### config.mk
export PLATFORM = sky130hd
export DESIGN_NAME = syncser_port
export DESIGN_NICKNAME = d
export VERILOG_FILES = /design/src/rtl/syncser_port.sv
export SDC_FILE = /design/constraint.sdc
export NUM_CORES = 1
export LEC_CHECK = 0
export BUFFER_PORTS_ARGS = -buffer_cell sky130_fd_sc_hd__buf_2
export CAP_MARGIN = 5
export CORE_MARGIN = 4
export CORE_UTILIZATION = 57
export DETAILED_ROUTE_END_ITERATION = 10
export PLACE_DENSITY = 0.77
export SLEW_MARGIN = 20
export SYNTH_ARGS = -nofsm -noshare
export SYNTH_HDL_FRONTEND = slang
export SYNTH_SLANG_ARGS = --single-unit
### constraint.sdc
create_clock -name clk -period 3.8 [get_ports clk]
set_clock_uncertainty 0.05 [all_clocks]
set_input_delay 1.14 -clock clk [delete_from_list [all_inputs] [get_ports clk]]
set_output_delay 1.14 -clock clk [all_outputs]
set_load 0.02 [all_outputs]
### src/rtl/syncser_port.sv
module syncser_port #(
  parameter int DW   = 8,
  parameter int SELW = 3
) (
  input  logic          clk,
  input  logic          rst_n,
  input  logic          en,
  input  logic          reg_we,
  input  logic [7:0]    reg_wdata,
  output logic [7:0]    reg_rdata,
  input  logic          tx_we,
  input  logic [DW-1:0] tx_data,
  output logic [DW-1:0] rx_data,
  output logic          done,
  output logic          sck_o,
  output logic          sck_oe,
  input  logic          sck_i,
  output logic          so,
  input  logic          si
);
  localparam int ECW    = $clog2(2*DW);
  localparam int MAXDIV = 2**(2**SELW - 2);
  localparam int HCW    = $clog2(MAXDIV);

  logic [SELW+1:0] ctrl;
  logic            busy, so_r, sck_r;
  logic [HCW-1:0]  hc, lim_m1;
  logic [HCW:0]    lim;
  logic [ECW-1:0]  ec;
  logic [DW-1:0]   txs, rxs;
  logic [2:0]      sy;

  wire pol   = ctrl[SELW+1];
  wire pha   = ctrl[SELW];
  wire slave = &ctrl[SELW-1:0];
  wire sedge = sy[1] ^ sy[2];
  wire last  = ec == ECW'(2*DW-1);
  wire odd   = ec[0];

  assign lim    = (HCW+1)'(1) << ctrl[SELW-1:0];
  assign lim_m1 = HCW'(lim - 1'b1);

  wire tick    = busy & (slave ? sedge : (hc == lim_m1));
  wire present = pha ? (odd & ~last) : ~odd;
  wire sample  = pha ? ~odd : odd;

  assign reg_rdata = {{(8-SELW-2){1'b0}}, ctrl};
  assign sck_o     = sck_r;
  assign sck_oe    = ~slave;
  assign so        = so_r;

  always_ff @(posedge clk or negedge rst_n)
    if (!rst_n)             ctrl <= '0;
    else if (reg_we && !en) ctrl <= reg_wdata[SELW+1:0];

  always_ff @(posedge clk or negedge rst_n)
    if (!rst_n) sy <= '0;
    else        sy <= {sy[1:0], sck_i};

  always_ff @(posedge clk or negedge rst_n) begin
    if (!rst_n) begin
      busy <= 1'b0; hc <= '0; ec <= '0; txs <= '0; rxs <= '0;
      so_r <= 1'b0; sck_r <= 1'b1; done <= 1'b0; rx_data <= '0;
    end else if (!en) begin
      busy <= 1'b0; hc <= '0; ec <= '0; txs <= '0; rxs <= '0;
      so_r <= 1'b0; sck_r <= ~pol; done <= 1'b0;
    end else begin
      done <= 1'b0;
      if (!busy) begin
        sck_r <= ~pol;
        if (tx_we) begin
          busy <= 1'b1; hc <= '0; ec <= '0;
          if (pha) begin
            so_r <= tx_data[DW-1];
            txs  <= tx_data << 1;
          end else begin
            txs  <= tx_data;
          end
        end
      end else begin
        if (!slave) hc <= (hc == lim_m1) ? '0 : hc + 1'b1;
        if (tick) begin
          if (!slave) sck_r <= ~sck_r;
          if (present) begin
            so_r <= txs[DW-1];
            txs  <= txs << 1;
          end
          if (sample) rxs <= {rxs[DW-2:0], si};
          ec <= ec + 1'b1;
          if (last) begin
            busy    <= 1'b0;
            done    <= 1'b1;
            rx_data <= pha ? rxs : {rxs[DW-2:0], si};
          end
        end
      end
    end
  end
endmodule

# Word level (Yosys, flattened, before mapping)
# Cells that the tools add are included.
[totals]
output_inout_bits = 20
in_bits = 23
ff_bits = 46
[op_classes]
n_eq_ne = 10
bitwise_logic = 8
n_mux = 42
add_sub_neg = 3
reduce_logical = 10
shift = 1
[op_table]
columns = ["cell", "count"]
rows = [
  ["$mux W8", 11],
  ["$mux W6", 5],
  ["$mux W1", 22],
  ["$mux W4", 4],
  ["$reduce_and A3 Y1", 3],
  ["$reduce_and A4 Y1", 2],
  ["$add A6 B1 Y6 const B", 1],
  ["$eq A6 B6 Y1", 1],
  ["$ne A2 B1 Y1 const B", 3],
  ["$ne A3 B1 Y1 const B", 2],
  ["$ne A3 B2 Y1 const B", 2],
  ["$reduce_and A2 Y1", 3],
  ["$shl A1 B3 Y6 const A", 1],
  ["$sub A6 B1 Y6 const B", 1],
  ["$not A1 Y1", 5],
  ["$add A4 B1 Y4 const B", 1],
  ["$eq A4 B4 Y1 const B", 1],
  ["$ne A3 B3 Y1 const B", 1],
  ["$and A1 B1 Y1", 2],
  ["$logic_and A1 B1 Y1", 1],
  ["$logic_not A1 Y1", 1],
  ["$xor A1 B1 Y1", 1],
]

# Longest topological paths before layout
# Gate-level depths: netlist (run 1).
[depth]
word_depth = 8
depth_mapped = 11

# Worst setup path before layout (run 1)
# OpenSTA, ideal clock, no wires.
[synth_timing]
kind = "reg-to-reg"
startpoint = "reg ctrl[1]"
endpoint = "reg rx_data[0]"
required_time_ps = 3625
path_slack_ps = 603
t_arrival_ps = 3022
setup_ps = 125
stages_incl_launch_ff = 10
path_cell_list = "dfrtp_1 buf_6 or3_1 ha_1 or4b_2 a21o_1 a21o_1 a211oi_4 o211ai_4 mux2_2"
[synth_via]
elab_chain_len = 6
[synth_lines]
columns = ["element", "line", "source"]
rows = [
  ["start, declared", "25", "logic [SELW+1:0] ctrl;"],
  ["start signal, assigned", "54", "else if (reg_we && !en) ctrl <= reg_wdata[SELW+1:0];"],
  ["$shl A1 B3 Y6", "40", "assign lim = (HCW+1)'(1) << ctrl[SELW-1:0];"],
  ["$sub A6 B1 Y6", "41", "assign lim_m1 = HCW'(lim - 1'b1);"],
  ["$eq A6 B6 Y1", "43", "wire tick = busy & (slave ? sedge : (hc == lim_m1));"],
  ["$mux W1 *", "43", ""],
  ["$and A1 B1 Y1 *", "43", ""],
  ["$reduce_and A4 Y1 (no source line) *", "-", ""],
  ["end signal, assigned", "93", "rx_data <= pha ? rxs : {rxs[DW-2:0], si};"],
  ["end, declared", "13", "output logic [DW-1:0] rx_data,"],
]
# Every way passes the cells marked *; elsewhere a longest branch is shown, timed or not.
# A chain may end at the register's enable or synchronous reset.

# Worst setup path in the final report (run 1)
[layout_timing]
startpoint = "reg ctrl[2]"
endpoint = "reg ec[2]"
[layout_via]
elab_chain_len = 7
[layout_lines]
columns = ["element", "line", "source"]
rows = [
  ["$shl A1 B3 Y6", "40", ""],
  ["$sub A6 B1 Y6", "41", ""],
  ["$eq A6 B6 Y1", "43", ""],
  ["$mux W1 *", "43", ""],
  ["$and A1 B1 Y1 *", "43", ""],
  ["$ne A3 B2 Y1 (no source line) *", "-", ""],
  ["$reduce_and A2 Y1 (no source line) *", "-", ""],
  ["end signal, assigned", "89", "ec <= ec + 1'b1;"],
  ["end, declared", "29", "logic [ECW-1:0] ec;"],
]
# Marked as above.

==> results of run 1 <==
## worst register-to-register path: cells and delay by family (launching register included)
| kind | cells | cell delay (ns) |
|---|---|---|
| flip-flops | 1 | 0.38 |
| multiplexers | 1 | 0.35 |
| AO/OA/AOI/OAI | 4 | 0.87 |
| adder cells (fa/ha/maj) | 1 | 0.29 |
| buffers and inverters | 1 | 0.26 |
| AND/OR/NAND/NOR | 2 | 1.04 |
## state kept, by name, summed over array words and instances (netlist names)
| signal | flops |
|---|---|
| busy | 1 |
| hc | 6 |
| ec | 4 |
| rxs | 8 |
| rx_data | 8 |
| txs | 8 |
| so | 1 |
| ctrl | 5 |
| sck_o | 1 |
| sy | 3 |
| done | 1 |
## logic make-up after synthesis
family                   after synthesis  synth area share
AND/OR/NAND/NOR                      104             0.178
AO/OA/AOI/OAI                         67             0.182
flip-flops                            46             0.408
multiplexers                          38             0.145
buffers and inverters                 36            0.0559
XOR/XNOR                               5            0.0155
adder cells (fa/ha/maj)                3            0.0133
other                                  1           0.00133
## synth_stat cells (all sizes together), types with 5 or more instances
cell     n  share of area
o311ai   8          0.025
mux2i   14          0.050
o211ai   5          0.018
inv     14          0.019
buf      9          0.020
nand2   47          0.063
clkbuf  13          0.017
dfrtp   45           0.40
nand3    7          0.012
o21ai   17          0.030
nor2    19          0.025
a32oi    8          0.025
and3     5          0.011
mux2    24          0.096
## layer usage
metal	up-vias	track usage	share of wire
met4	0	0.0734	0.017
met1	1097	0.270	0.46
li1	1147	-	-
met3	10	0.0356	0.045
met2	53	0.333	0.48
met5	-	0	0
## worst paths after layout
path,endpoint
setup reg to reg,ec[2]$_DFFE_PN0P_
hold reg to reg,sy[1]$_DFF_PN0_
min in group asynchronous,ctrl[0]$_DFFE_PN0P_
hold / removal,sy[1]$_DFF_PN0_
max in group asynchronous,rxs[4]$_DFFE_PN0P_
setup / recovery,ec[2]$_DFFE_PN0P_
## cell type report
type	count	share of cell area
clock buffer	5	0.0217
tap	67	0.0265
inverter	14	0.0166
timing repair buffer	44	0.0767
multi-input combinational	220	0.480
clock inverter	3	0.0142
sequential	46	0.364
## report_power, final
group          switching [mW]  total [mW]  leakage [nW]  internal [mW]
Sequential             0.0258       0.542         0.611          0.516
Clock                   0.171       0.367        0.0504          0.196
Combinational           0.140       0.236         0.749         0.0957
Total                   0.338        1.14          1.41          0.807
## per-stage QoR
step | area [sq um] | hold slack, ns | util
2_1_floorplan | 2830 | 0.281 | -
3_3_place_gp | 3050 | 0.283 | 0.641
3_5_place_dp | 3050 | 0.286 | 0.641
4_1_cts | 3160 | 0.308 | 0.665
5_1_grt | 3160 | 0.329 | 0.666
6_report | 3160 | 0.304 | 0.666
==> flow_metrics.py, run 1 <==
metrics = {
    "clocking": {
        "ctsResizeCount": 0,
        "cts_htree_levels": 2,
        "cts_max_path_buffers": 2,
        "cts-buffers-inserted": 5,
        "tritoncts": "done",
        "hold_buffers": 0,
        "clock_sinks": 46,
        "cts_root_buf": "clkbuf_8",
        "insertion_delay_ns": 0.30,
        "post-cts-setup-buffer-count": 0,
        "clkTransAtPathRegs_ns": 0.09,
    },
    "placement": {
        "place_congestion": 0.782,
        "hpwlAfterDp_um": 4020,
        "io_buffers": 36,
        "post-place-ws_ns": 0.489,
        "dp_cells": 391,
    },
    "logic_synthesis": {
        "async_reset_ff_frac": 1.00,
        "syn-cell-area_sq_um": 2820,
        "ys_types": 56,
        "avgSynthCellArea_sq_um": 9.40,
        "ys_ff_latch": 46,
        "ys_seq_area_frac": 0.408,
        "syn_inst": 300,
        "synth_ff_type": "dfrtp_1",
        "yosys_warnings": 0,
        "synth_edf_count": 0,
    },
    "timing": {
        "worstMarginPinSlew_ns": 0.819,
        "min_period_ns": 3.33,
        "max_freq_mhz": 301,
        "rsz0062_at_grt": "false",
        "maxSlewViolCount": 0,
        "finalWorstSetupSlack_ns": 0.474,
        "hold_viol_final": 0,
        "final.setup.tns_ns": 0,
        "min_period_over_period": 0.875,
        "setup_viol_count_final": 0,
        "slew_headroom": 0.452,
    },
    "pwr": {
        "p_leak_nw": 1.41,
        "finalPower_mw": 1.14,
        "power_density_nw_per_um2": 362,
        "max-vdd-ir-drop_v": 0.000214,
    },
    "layout": {
        "layout_commonest_cell": "nand2_1",
        "nets": 357,
        "mostFrequentLayoutCells": "47 x nand2_1, 45 x dfrtp_1, 35 x buf_2",
        "drive_gt1_frac": 0.250,
        "fillCellCount": 412,
        "area_growth_pct": 12.2,
        "final-seq-area_sq_um": 1150,
        "fin_cells": 399,
        "multi_input_area_sq_um": 1520,
        "antenna_cells": 0,
    },
    "global_route": {
        "grt_usage": 0.203,
        "antenna_found_initial": 0,
        "grt_remaining_overflow": 0,
        "grt_max_degree": 47,
        "grt_pass1_vias": 2209,
        "grt_pass1_wl_um": 10100,
    },
    "routing": {
        "drt_iter0_drc": 152,
        "dr_total_vias": 2307,
        "drc": 0,
        "viasPerCell": 5.78,
        "routedWlPerCell_um": 14.4,
        "dr.pass1.iters": 4,
        "routed_wl_um": 5730,
        "antenna_left": 0,
    },
    "setup_path": {
        "startpoint_type": "register",
        "endpoint_kind": "register",
        "cp_max_fo": 14,
        "cp.depth": 9,
        "r2r_start": "ctrl[2]$_DFFE_PN0P_",
        "cpLargestDelayFamily": "simple AND/OR/NAND/NOR gates",
        "startpoint": "ctrl[2]$_DFFE_PN0P_",
        "path_class": "reg2reg",
        "crit_buf_inv": 1,
        "reg2regPathDepth": 9,
        "reg2reg_setup_slack_ns": 0.47,
        "path_cells": "or3_1 > ha_1 > or4b_2 > a21o_1 > a21o_1 > a211oi_4 > buf_4 > mux2_2 > o211ai_1",
        "critPathSlowestCell": "or4b_2",
        "required_ns": 3.97,
        "critPathArrivalTime_ns": 3.50,
        "slowest_delay_ns": 0.64,
        "crit_top_cell": "a21o_1",
    },
    "die": {
        "ios": 43,
        "start_util": 0.593,
        "num_rows": 25,
        "core_area_sq_um": 4750,
        "die_h_um": 78.4,
        "die_w_um": 78.4,
        "die-area_sq_um": 6140,
    },
    "run_status": {
        "status": "completed",
    },
    "worst_hold_path": {
        "min-delay-start": "sy[0]$_DFF_PN0_",
        "hold_path_class": "reg2reg",
        "min_delay_path_depth": 0,
    },
    "run": {
        "drv_cap": 0,
    },
}
(Power assumes the default switching activity.)
==> inputs of run 2 (changes only) <==
--- a/config.mk
+++ b/config.mk
@@ -8,9 +8,9 @@
 export BUFFER_PORTS_ARGS = -buffer_cell sky130_fd_sc_hd__buf_2
 export CAP_MARGIN = 5
 export CORE_MARGIN = 4
-export CORE_UTILIZATION = 57
+export CORE_UTILIZATION = 61
 export DETAILED_ROUTE_END_ITERATION = 10
-export PLACE_DENSITY = 0.77
+export PLACE_DENSITY = 0.82
 export SLEW_MARGIN = 20
 export SYNTH_ARGS = -nofsm -noshare
 export SYNTH_HDL_FRONTEND = slang
==> constraint.sdc (replaced) <==
create_clock -name clk -period 4.26 [get_ports clk]
set_clock_uncertainty 0.05 [all_clocks]
set_input_delay 1.278 -clock clk [delete_from_list [all_inputs] [get_ports clk]]
set_output_delay 1.278 -clock clk [all_outputs]
set_load 0.02 [all_outputs]
==> run 2 against run 1 <==
Compared with the run above: maximum frequency down 7.7%; setup slack better by 0.18 ns; non-clock buffer count shrank 6; worst hold slack gained 0.0028 ns; global-route usage down 0.21 points; via count rose by 0.17%; die area down 5.9%; first-iteration DRC count decreased by 15%; largest power group unchanged.
==> flow_metrics.py, run 2 (same netlist as run 1, synthesis figures left out) <==
metrics = {
    "run_status": {
        "status": "completed",
    },
    "timing": {
        "worstMarginPinSlew_ns": 1.06,
        "setup_viol_count_final": 0,
        "hold_viol_final": 0,
        "rsz0062_at_grt": "false",
        "maxSlewViolCount": 0,
        "slew_headroom": 0.293,
        "min_period_over_period": 0.845,
        "max_freq_mhz": 278,
        "final.setup.tns_ns": 0,
        "min_period_ns": 3.60,
    },
    "clocking": {
        "cts_htree_levels": 2,
        "clkTransAtPathRegs_ns": 0.09,
        "tritoncts": "done",
        "cts_max_path_buffers": 2,
        "cts_root_buf": "clkbuf_8",
        "ctsResizeCount": 0,
        "insertion_delay_ns": 0.30,
        "hold_buffers": 0,
        "clock_sinks": 46,
        "post-cts-setup-buffer-count": 0,
        "cts-buffers-inserted": 5,
    },
    "layout": {
        "fillCellCount": 337,
        "area_growth_pct": 9.45,
        "mostFrequentLayoutCells": "47 x nand2_1, 45 x dfrtp_1, 35 x buf_2",
        "drive_gt1_frac": 0.239,
        "nets": 351,
        "largestRegisters": "rx_data x8, rxs x8, txs x8",
        "layout_commonest_cell": "nand2_1",
        "antenna_cells": 0,
    },
    "die": {
        "num_rows": 24,
        "die_h_um": 76.0,
        "die-area_sq_um": 5780,
        "start_util": 0.639,
        "ios": 43,
        "core_area_sq_um": 4410,
        "die_w_um": 76.0,
    },
    "worst_hold_path": {
        "hold_path_class": "reg2reg",
    },
    "pwr": {
        "p_comb_frac": 0.189,
        "p_int_mw": 0.657,
        "power_density_nw_per_um2": 312,
        "p_seq_frac": 0.522,
        "switchingPower_mw": 0.306,
        "finalPower_mw": 0.963,
        "p_clk_frac": 0.289,
        "p_sw_frac": 0.318,
        "p_leak_nw": 1.38,
        "max-vdd-ir-drop_v": 0.000225,
    },
    "routing": {
        "routed_wl_um": 5720,
        "drc": 0,
        "dr.pass1.iters": 4,
        "viasPerCell": 6.11,
        "dr_total_vias": 2311,
        "routedWlPerCell_um": 15.1,
        "antenna_left": 0,
        "drt_iter0_drc": 129,
    },
    "run": {
        "drv_cap": 0,
    },
    "setup_path": {
        "cp_max_fo": 13,
        "critPathArrivalTime_ns": 3.76,
        "startpoint_type": "register",
        "endpoint_kind": "register",
        "path_class": "reg2reg",
        "required_ns": 4.42,
    },
    "global_route": {
        "grt_remaining_overflow": 0,
        "grt_pass1_wl_um": 9920,
        "grt_usage": 0.201,
        "grt_max_degree": 47,
        "grt_pass1_vias": 2188,
        "antenna_found_initial": 0,
    },
    "placement": {
        "hpwlAfterDp_um": 3990,
        "io_buffers": 36,
        "place_congestion": 0.824,
    },
}
-- run 2: power by group through the flow --
| stage | registers, mW | clock network [mW] | logic (mW) |
|---|---|---|---|
| 2_1_floorplan | 0.494 | 0 | 0.146 |
| 3_3_place_gp | 0.509 | 0 | 0.175 |
| 3_5_place_dp | 0.511 | 0 | 0.181 |
| 4_1_cts | 0.502 | 0.287 | 0.182 |
| 5_1_grt | 0.509 | 0.303 | 0.202 |
| 6_report | 0.503 | 0.278 | 0.182 |
-- run 2: worst max-delay path, stage by stage, from the launching register on --
cell and delay (ns):
dfrtp_1 0.52, or3_1 0.43, ha_1 0.29, or4b_2 0.66, a21o_1 0.20, a21o_1 0.21, a211oi_4 0.55, buf_4 0.29
nor4b_1 0.07, a311oi_1 0.23
-- run 2: final cells by class --
| type | count | area (sq um) | area share |
|---|---|---|---|
| clock buffers | 5 | 68.8 | 0.0223 |
| inverters | 14 | 52.6 | 0.0170 |
| clock inverters | 3 | 25.0 | 0.00810 |
| repair buffers | 38 | 198 | 0.0640 |
| flip-flops and latches | 46 | 1150 | 0.373 |
| multi-input cells | 220 | 1530 | 0.494 |
| well taps | 52 | 65.1 | 0.0211 |
-- run 2: per-layer routing --
layer,part of all wire,up-vias,track usage
met4,0.010,0,0.0641
met2,0.50,67,0.338
met1,0.44,1102,0.259
met3,0.048,8,0.0378
li1,-,1134,-
met5,0,-,0
-- run 2: worst paths after layout --
check                               startpoint             endpoint  slack (ns)  cells past startpoint
setup / recovery           ctrl[2]$_DFFE_PN0P_    ec[1]$_DFFE_PN0P_        0.66                      9
hold / removal                 sy[0]$_DFF_PN0_      sy[1]$_DFF_PN0_        0.31                      0
setup reg to reg           ctrl[2]$_DFFE_PN0P_    ec[1]$_DFFE_PN0P_        0.66                      9
hold reg to reg                sy[0]$_DFF_PN0_      sy[1]$_DFF_PN0_        0.31                      0
max in group asynchronous                rst_n      sy[1]$_DFF_PN0_        2.85                      1
min in group asynchronous                rst_n  ctrl[2]$_DFFE_PN0P_        0.91                      1
-- run 2: through the flow --
| stage | utilization | instances | hold slack [ns] | cell area, sq um | worst slack, ns |
|---|---|---|---|---|---|
| global placement | 0.676 | 370 | 0.283 | 2980 | 0.729 |
| detailed placement | 0.676 | 370 | 0.290 | 2980 | 0.675 |
| global route | 0.700 | 378 | 0.318 | 3090 | 0.402 |
| CTS | 0.697 | 378 | 0.312 | 3080 | 0.649 |
| floorplan | - | 302 | 0.281 | 2830 | 1.06 |
| finish | 0.700 | 378 | 0.307 | 3090 | 0.658 |
